<file path="config.mk">
export PLATFORM = sky130hd
export DESIGN_NAME = xpt_trim_ctrl
export DESIGN_NICKNAME = d
export VERILOG_FILES = /design/src/rtl/xpt_trim_pkg.sv /design/src/rtl/xpt_tick_div.sv /design/src/rtl/xpt_wait_tmr.sv /design/src/rtl/xpt_trim_reg.sv /design/src/rtl/xpt_trim_ctrl.sv
export SDC_FILE = /design/constraint.sdc
export NUM_CORES = 1
export LEC_CHECK = 0
export BUFFER_PORTS_ARGS = -buffer_cell sky130_fd_sc_hd__buf_2
export CAP_MARGIN = 20
export CORE_MARGIN = 4
export CORE_UTILIZATION = 60
export CTS_CLUSTER_SIZE = 24
export DETAILED_ROUTE_END_ITERATION = 10
export GPL_ROUTABILITY_DRIVEN = 0
export PLACE_DENSITY = 0.77
export RECOVER_POWER = 50
export SLEW_MARGIN = 40
export SYNTH_ARGS = -nofsm -noshare
export SYNTH_HDL_FRONTEND = slang
export SYNTH_SLANG_ARGS = --single-unit
</file>
<file path="constraint.sdc">
create_clock -name clk -period 7.7 [get_ports clk]
set_input_delay 1.925 -clock clk [delete_from_list [all_inputs] [get_ports clk]]
set_output_delay 1.925 -clock clk [all_outputs]
set_load 0.1 [all_outputs]
</file>
<file path="src/rtl/xpt_trim_pkg.sv">
package xpt_trim_pkg;
    localparam int BND_W   = 6;
    localparam int TRIM_W  = BND_W + 1;
    localparam int DEXP_W  = 4;
    localparam int WEXP_W  = 3;
    localparam int STEP_W  = 2;
    localparam int ITER_W  = 3;
    localparam int BASE_DIV = 16;
    localparam int EXT_W   = TRIM_W + 2;

    typedef logic signed [TRIM_W-1:0] trim_t;

    typedef enum logic [1:0] {
        LS_IDLE,
        LS_WAIT,
        LS_HOLD
    } loop_st_t;

    typedef struct packed {
        logic              raise;
        logic [STEP_W:0]   mag;
        logic [BND_W-1:0]  ceil;
        logic [BND_W-1:0]  floor_mag;
    } step_req_t;

    function automatic trim_t clamp_step(trim_t cur, step_req_t rq);
        logic signed [EXT_W-1:0] c_ext;
        logic signed [EXT_W-1:0] m_ext;
        logic signed [EXT_W-1:0] cand;
        logic signed [EXT_W-1:0] hi_s;
        logic signed [EXT_W-1:0] lo_s;
        c_ext = $signed({{(EXT_W-TRIM_W){cur[TRIM_W-1]}}, cur});
        m_ext = $signed({{(EXT_W-STEP_W-1){1'b0}}, rq.mag});
        hi_s  = $signed({{(EXT_W-BND_W){1'b0}}, rq.ceil});
        lo_s  = -$signed({{(EXT_W-BND_W){1'b0}}, rq.floor_mag});
        cand  = rq.raise ? (c_ext + m_ext) : (c_ext - m_ext);
        if (cand > hi_s)
            cand = hi_s;
        if (cand < lo_s)
            cand = lo_s;
        return cand[TRIM_W-1:0];
    endfunction
endpackage

</file>
<file path="src/rtl/xpt_tick_div.sv">
module xpt_tick_div
    import xpt_trim_pkg::*;
#(
    parameter int BASE = BASE_DIV,
    parameter int EW   = DEXP_W
) (
    input  logic          clk,
    input  logic          rst,
    input  logic          clear,
    input  logic [EW-1:0] exp_k,
    output logic          tick
);
    localparam int CNT_W = $clog2(BASE) + (1 << EW) - 1;

    logic [CNT_W-1:0] cnt_q;
    logic [CNT_W:0]   period;
    logic [CNT_W:0]   last_w;
    logic [CNT_W-1:0] last;

    always_comb begin
        period = (CNT_W+1)'(BASE) << exp_k;
        last_w = period - 1'b1;
        last   = last_w[CNT_W-1:0];
        tick   = (cnt_q == last);
    end

    always_ff @(posedge clk) begin
        if (rst || clear)
            cnt_q <= '0;
        else if (tick)
            cnt_q <= '0;
        else
            cnt_q <= cnt_q + 1'b1;
    end

    // the divided tick never lasts two fast cycles in a row
    p_tick_gap_r2: assert property (@(posedge clk) disable iff (rst)
        tick |=> !tick);
endmodule

</file>
<file path="src/rtl/xpt_wait_tmr.sv">
module xpt_wait_tmr
    import xpt_trim_pkg::*;
#(
    parameter int WW = WEXP_W
) (
    input  logic          clk,
    input  logic          rst,
    input  logic          clear,
    input  logic          tick,
    input  logic [WW-1:0] exp_w,
    output logic          expire
);
    localparam int CNT_W = (1 << WW) - 1;

    logic [CNT_W-1:0] cnt_q;
    logic [CNT_W:0]   span;
    logic [CNT_W:0]   limit;

    always_comb begin
        span   = (CNT_W+1)'(1) << exp_w;
        limit  = span - 1'b1;
        expire = tick && ({1'b0, cnt_q} >= limit);
    end

    always_ff @(posedge clk) begin
        if (rst || clear)
            cnt_q <= '0;
        else if (expire)
            cnt_q <= '0;
        else if (tick)
            cnt_q <= cnt_q + 1'b1;
    end
endmodule

</file>
<file path="src/rtl/xpt_trim_reg.sv">
module xpt_trim_reg
    import xpt_trim_pkg::*;
(
    input  logic      clk,
    input  logic      rst,
    input  logic      adj,
    input  step_req_t req,
    output trim_t     trim_q,
    output logic      dir_q
);
    always_ff @(posedge clk) begin
        if (rst) begin
            trim_q <= '0;
            dir_q  <= 1'b0;
        end else if (adj) begin
            trim_q <= clamp_step(trim_q, req);
            dir_q  <= req.raise;
        end
    end

    // each adjustment leaves the trim inside the window
    p_trim_bounded_r5: assert property (@(posedge clk) disable iff (rst)
        adj |=> (trim_q <= $signed({1'b0, $past(req.ceil)})) &&
                (trim_q >= -$signed({1'b0, $past(req.floor_mag)})));

    // the direction bit follows the sampled comparator
    p_dir_follows_r7: assert property (@(posedge clk) disable iff (rst)
        adj |=> dir_q == $past(req.raise));
endmodule

</file>
<file path="src/rtl/xpt_trim_ctrl.sv">
module xpt_trim_ctrl
    import xpt_trim_pkg::*;
(
    input  logic              clk,
    input  logic              rst,
    input  logic              run_en,
    input  logic [DEXP_W-1:0] div_exp,
    input  logic [WEXP_W-1:0] wait_exp,
    input  logic [STEP_W-1:0] step_sel,
    input  logic [ITER_W-1:0] iter_lim,
    input  logic [BND_W-1:0]  upper_cfg,
    input  logic [BND_W-1:0]  lower_cfg,
    input  logic              cmp_in,
    output logic [TRIM_W-1:0] trim_out,
    output logic              dir_up,
    output logic              done
);
    loop_st_t          st_q;
    logic [ITER_W-1:0] iter_q;
    logic              active;
    logic              tick;
    logic              expire;
    logic              adj;
    step_req_t         req;
    trim_t             trim_w;

    always_comb begin
        active        = run_en && (st_q == LS_WAIT);
        adj           = active && expire;
        req.raise     = cmp_in;
        req.mag       = {1'b0, step_sel} + 1'b1;
        req.ceil      = upper_cfg;
        req.floor_mag = lower_cfg;
        done          = (st_q != LS_WAIT);
        trim_out      = trim_w;
    end

    xpt_tick_div u_div (
        .clk   (clk),
        .rst   (rst),
        .clear (!active),
        .exp_k (div_exp),
        .tick  (tick)
    );

    xpt_wait_tmr u_wait (
        .clk    (clk),
        .rst    (rst),
        .clear  (!active),
        .tick   (tick),
        .exp_w  (wait_exp),
        .expire (expire)
    );

    xpt_trim_reg u_trim (
        .clk    (clk),
        .rst    (rst),
        .adj    (adj),
        .req    (req),
        .trim_q (trim_w),
        .dir_q  (dir_up)
    );

    always_ff @(posedge clk) begin
        if (rst) begin
            st_q   <= LS_IDLE;
            iter_q <= '0;
        end else if (!run_en) begin
            st_q   <= LS_IDLE;
        end else begin
            unique case (st_q)
                LS_IDLE: begin
                    st_q   <= LS_WAIT;
                    iter_q <= '0;
                end
                LS_WAIT: begin
                    if (adj) begin
                        if (iter_q >= iter_lim)
                            st_q <= LS_HOLD;
                        else
                            iter_q <= iter_q + 1'b1;
                    end
                end
                default: st_q <= LS_HOLD;
            endcase
        end
    end

    // with the run input low the trim cannot move
    p_stop_hold_r8: assert property (@(posedge clk) disable iff (rst)
        !run_en |=> $stable(trim_out));

    // no change while done is reported
    p_done_hold_r6: assert property (@(posedge clk) disable iff (rst)
        done |=> $stable(trim_out));
endmodule

</file>
After elaboration in Yosys (flattened, before gate mapping)
Cells that the tools add are included.
Storage, ports and cells
  flip-flop bits (word level): 39
  bits in latches: 0
  bits in writable memories: 0
  ROM bits: 0
  input bits: 28
  output and inout port bits: 9
  memories kept: 0
Cells by class
  add/subtract/negate cells: 9
  $mul: 0
  divide/modulo/power cells: 0
  magnitude comparators: 4
  eq/ne operators: 6
  shift operators: 2
  multiplexer cells: 11
  bitwise gates (word level): 1
  reduce and logical (&&, ||, !) cells: 12
Operator list (number)
  $mux W9: 4
  $add A19 B1 Y19 const B: 1
  $eq A19 B19 Y1: 1
  $shl A5 B4 Y19 const A: 1
  $sub A19 B1 Y19 const B: 1
  $gt A9 B7 Y1: 1
  $lt A9 B9 Y1: 1
  $neg A6 Y9: 1
  $add A7 B4 Y8: 1
  $ge A7 B8 Y1: 1
  $shl A1 B3 Y8 const A: 1
  $sub A7 B4 Y8: 1
  $sub A8 B1 Y8 const B: 1
  $add A7 B1 Y7 const B: 1
  $mux W7: 1
  $mux W3: 2
  $pmux W3 S2: 1
  $reduce_or A2 Y1: 3
  $mux W2: 2
  $ne A2 B1 Y1 const B: 2
  $ne A2 B2 Y1 const B: 2
  $pmux W2 S2: 1
  $reduce_and A4 Y1: 1
  $add A2 B1 Y3 const B: 1
  10 further kinds: 12

Logic depth before layout (Yosys ltp)
  depth after elaboration: 9
  depth in mapped cells: 25

Modules after synthesis
Synthesis repeated with hierarchy kept, for this count alone.
Second synthesis, totals
  cells, all modules: 440
  area, all modules: 3669.8 µm²
By module, submodules not included
  xpt_tick_div: times used 1, cells an instance 176, area an instance 1392.6 µm², seq. area each 380.4 µm²
  xpt_trim_reg: times used 1, cells an instance 165, area an instance 1388.8 µm², seq. area each 160.2 µm²
  xpt_wait_tmr: times used 1, cells an instance 57, area an instance 531.8 µm², seq. area each 140.1 µm²
  xpt_trim_ctrl: times used 1, cells an instance 42, area an instance 356.6 µm², seq. area each 100.1 µm²

Worst setup path after synthesis
No wires, ideal clock.
  kind: input -> register
  from: input step_sel[0]
  to: register u_trim.trim_q[6]
  library setup time: 124 ps
  arrival time: 6015 ps
  data required time: 7576 ps
  slack: 1561 ps
  stages: 25
  buffers on the path: 0
  path through: inv_1 > ha_1 > xor2_1 > inv_1 > fa_1 > nand2b_1 > nand2b_1 > a21oi_1 > xnor2_1 > ha_1 > o21ai_0 > nor2_1 > nor4_1 > o21ai_1 > nand2_1 > mux2_2 > ha_1 > a21o_1 > a21o_1 > a21oi_1 > o21ai_0 > nand2_1 > a31oi_1 > o211ai_1 > nand3_1
Between the ends
  longest elaborated chain between the ends: 9
  elaborated cells between the ends (all ways): 10
Ends and longest elaborated chain
  start, declared: line xpt_trim_ctrl.sv:9  | input logic [STEP_W-1:0] step_sel,
  $add A2 B1 Y3 (*): line xpt_trim_ctrl.sv:31  | req.mag = {1'b0, step_sel} + 1'b1;
  $sub A7 B4 Y8 / $add A7 B4 Y8 (equally long branches): line xpt_trim_pkg.sv:36  | cand = rq.raise ? (c_ext + m_ext) : (c_ext - m_ext);
  $mux W9 (*): line xpt_trim_pkg.sv:36
  $gt A9 B7 Y1: line xpt_trim_pkg.sv:37  | if (cand > hi_s)
  $mux W9 (*): line xpt_trim_pkg.sv:37
  $mux W9 (*): line xpt_trim_reg.sv:15  | end else if (adj) begin
  $mux W9 (*): line xpt_trim_reg.sv:12  | if (rst) begin
  $lt A9 B9 Y1: line xpt_trim_pkg.sv:39  | if (cand < lo_s)
  $mux W7 (*): line xpt_trim_pkg.sv:39
  end signal, assigned: line xpt_trim_reg.sv:16  | trim_q <= clamp_step(trim_q, req);
  end, declared: line xpt_trim_reg.sv:8  | output trim_t trim_q,
Every way passes the cells marked *; elsewhere a longest branch is shown, timed or not. The select of a mux whose other input is x is not followed.
A chain may end at the register's enable or synchronous reset.

Final worst setup path
  from: input step_sel[0]
  to: register u_trim.trim_q[5]
Same word-level chain as after synthesis.

==> metrics.md <==
| Metric | Value |
|---|---|
| Status | complete, no violations |
| Post-synth net total | 494 |
| Crit path max-delay family | compound AO/OA/AOI/OAI gates |
| Post-CTS setup buffer count | 0 |
| I/O pins | 37 |
| Critical Path RT | 7.93 ns |
| DR iter-0 viols | between 150 and 200 |
| Max Cap Violations | 0 |
| PortBufs | 36 |
| Post-synthesis async set-or-reset flop share | 0% |
| # nets final | between 500 and 600 |
| Grt ovf | 0 |
| Post-CTS sizing | 0 |
| Initial antenna violation count | 0 |
| Skew-Pair Late Insertion Delay | around 0.29 ns |
| Count of final hold-check violations | 0 |
| Total number of vias | 3127 |
| Max clock buf depth | 2 |
| Root buf cell | clkbuf_8 |
| RSZ-0062 raised after global routing | no |
| Synth cell types | 59 |
| # setup viols final | 0 |
| Sequential cell area fraction in the yosys report | between 20% and 30% |
| YS warnings | 0 |
| Final wirelength | 7590 um |
| DP Worst Slack | ~0.9 ns |
| Final Power | 459.7 uW |
| Tightest Pin Transition | 1.178 ns |
| Final max-slew violation count | 0 |
| CTS H-tree depth | 2 |
| Clock sink count | 39 |
| CTS tree | yes |
| Syn Inst Count | 426 |
| Vias per cell | 5.934 |
| Final worst slack | 1.133 ns |
| CP peak stage delay | 0.53 ns |
| Synthesized cell area | 3357 um2 |
| Pin count of the biggest net entering global routing | 20 |
| Die Ht | around 83 um |
| Crit path launch type | input pin |
| Leak | 1.531 nW |
| Crit-path slowest cell | a31oi_1 |
| Drt first pass iters | 5 |
| Starting Density | 63.70% |
| CP Data Arrival Time | 6.80 ns |
| GR Util All Layers | 22.47% |
| Peak supply drop | 0.08040 mV |
| Critical path buffer and inverter count | 3 |
| Drt drc | 0 |
| Number of diodes | 0 |
| Max_slew headroom | 21.79% |
| CTS clk-pin slew, worst paths | 0.08 ns |
| Sum Neg Setup Slack | 0 ns |
| Die area | 6856 um2 |
| Post-Syn Area per Cell | 7.880 um2 |
| Std-Cell Rows | 26 |
| Core area | ~5300 um2 |
| ANT nets after route | 0 |
| Layout Area Growth over Synthesis | 8.125% |
| Final worst-path cycle share | a little under nine tenths |
| First-pass GRT wire length | 13360 um |
| Inserted Clock Buffers | 5 |
| Register bit count reported by yosys | 39 |
| Dpl hpwl | 6040 um |
| Vias in the first global route | roughly 3100 |
| Drt wl/cell | 14.40 um |
| Max Clock Freq | 152.3 MHz |
| CP most frequent cell | ha_1 |
| PwrDens | approximately 130 nW/um2 |
| Main synth FF type | dfxtp_1 |
| Tmin final | between 6 and 7 ns |
| Worst Skew | 0.002514 ns |
| # fillers | 487 |
| WHS | 0.5027 ns |
| CP max FO | 7 |
| Layout cells sized above 1 | approximately a tenth |
| CTS Hold Buffers Added | 0 |
| Die W | 82.80 um |
| Crit Path Class | input pin to flip-flop |
| Post-synth EDFFs | 0 |
| Worst hold path type | flip-flop to flip-flop |
| Crit. End Element | flip-flop |
## path summary, 6_finish.rpt
check                                              startpoint  depth (start not counted)  slack (ns)                             to
worst max-delay path                              step_sel[0]                         26        1.13  u_trim.trim_q[5]$_SDFFE_PP0P_
worst min-delay path                   iter_q[1]$_SDFFE_PP0P_                          2        0.50         iter_q[1]$_SDFFE_PP0P_
worst max register to register  u_trim.trim_q[0]$_SDFFE_PP0P_                         23        2.94  u_trim.trim_q[5]$_SDFFE_PP0P_
worst min register to register         iter_q[1]$_SDFFE_PP0P_                          2        0.50         iter_q[1]$_SDFFE_PP0P_
## registers in the layout, summed over array words and instances (netlist names)
register / flops
u_div.cnt_q: 19
u_trim.trim_q: 7
u_wait.cnt_q: 7
iter_q: 3
st_q: 2
u_trim.dir_q: 1
## kinds of logic after synthesis
kind of cell               after synthesis  share of synthesized area (%)
buffers and inverters                   47                          6.112
and+or+nand+nor                        169                          26.69
adders and majority gates               40                          15.13
xor gates and xnor gates                35                          9.132
muxes                                    7                          2.273
AOI/OAI and AO/OA                       89                          17.41
DFF                                     39                          23.26
## synth_stat cells, drive strengths merged, types with 4 or more instances
| library cell | count | share of area (%) |
|---|---|---|
| nand4 | 11 | 2.2 |
| or3 | 4 | 0.75 |
| ha | 39 | 15 |
| nor2 | 41 | 4.7 |
| o211ai | 9 | 2.0 |
| a21o | 7 | 1.6 |
| dfxtp | 39 | 23 |
| xor2 | 20 | 5.2 |
| o21a | 4 | 0.89 |
| nor2b | 4 | 0.75 |
| nand3 | 26 | 3.9 |
| and3 | 6 | 1.1 |
| a21oi | 27 | 4.0 |
| nor4 | 5 | 1.1 |
| nor3 | 8 | 1.5 |
| o21ai | 16 | 2.4 |
| xnor2 | 15 | 3.9 |
| buf | 9 | 1.9 |
| mux2 | 5 | 1.7 |
| nand4b | 6 | 1.6 |
| inv | 35 | 3.9 |
| nand2 | 33 | 3.7 |
| nand2b | 11 | 2.1 |
## routing by layer
metal | routed length (um) | track usage (%)
met1 | 3315 | 27.27
met2 | 3858 | 39.87
met3 | 253 | 2.871
met4 | 164 | 9.064
met5 | 0 | 0
## final cells by class
class / instances / area [um2] / share of cell area [%]
Inverter: 35 / 131.4 / 3.619
Clock inverter: 2 / 37.54 / 1.034
Multi-Input combinational cell: 340 / 2356 / 64.91
Timing Repair Buffer: 36 / 167.7 / 4.619
Sequential cell: 39 / 780.7 / 21.51
Tap cell: 70 / 87.58 / 2.413
Clock buffer: 5 / 68.82 / 1.896
## power breakdown
part	switching, mW	internal (mW)	leakage (nW)
sequential	0.000389	0.202	0.314
combinational	0.0532	0.0368	1.17
clock	0.0726	0.0947	0.0502
total	0.126	0.333	1.53
## layout by cell type, fill, tap and decap left out, types with 3 or more instances in the layout
master	count
a21o_1	7
inv_1	35
and3_1	6
o21ai_0	15
xor2_1	20
nand3_1	26
nor3b_1	3
clkbuf_1	10
or3_1	4
clkbuf_8	5
nand4_1	11
o21a_1	4
o211ai_1	9
nor2b_1	4
and4_1	3
nand2_1	33
nor4_1	5
nor2_1	41
buf_2	26
dfxtp_1	39
nand4b_1	6
mux2_2	5
o22ai_1	3
ha_1	39
xnor2_1	15
nor3_1	7
a21oi_1	27
nand2b_1	11
## worst register-to-register path, stage by stage, from the launching register on
cell      delay (ns)
dfxtp_1         0.38
ha_1            0.20
inv_1           0.06
fa_1            0.40
nand2b_1        0.20
nand2b_1        0.08
a21oi_1         0.07
xnor2_1         0.22
ha_1            0.29
o21ai_0         0.08
nor2_1          0.06
nor4_1          0.22
o21ai_1         0.15
nand2_1         0.24
mux2_2          0.39
ha_1            0.30
a21o_1          0.11
a21o_1          0.10
a21oi_1         0.05
o21ai_0         0.17
nand2_1         0.09
a31oi_1         0.53
o211ai_1        0.19
nand3_1         0.11
## stage by stage
| step | util (%) | std cells | area, um2 |
|---|---|---|---|
| 4_1_cts | 69.40 | 527 | 3657 |
| 2_1_floorplan | - | 426 | 3357 |
| 3_3_place_gp | 67.38 | 520 | 3551 |
| 5_1_grt | 68.87 | 527 | 3630 |
| 3_5_place_dp | 67.38 | 520 | 3551 |
| 6_report | 68.87 | 527 | 3630 |
Power figures use the tool's default switching activity.
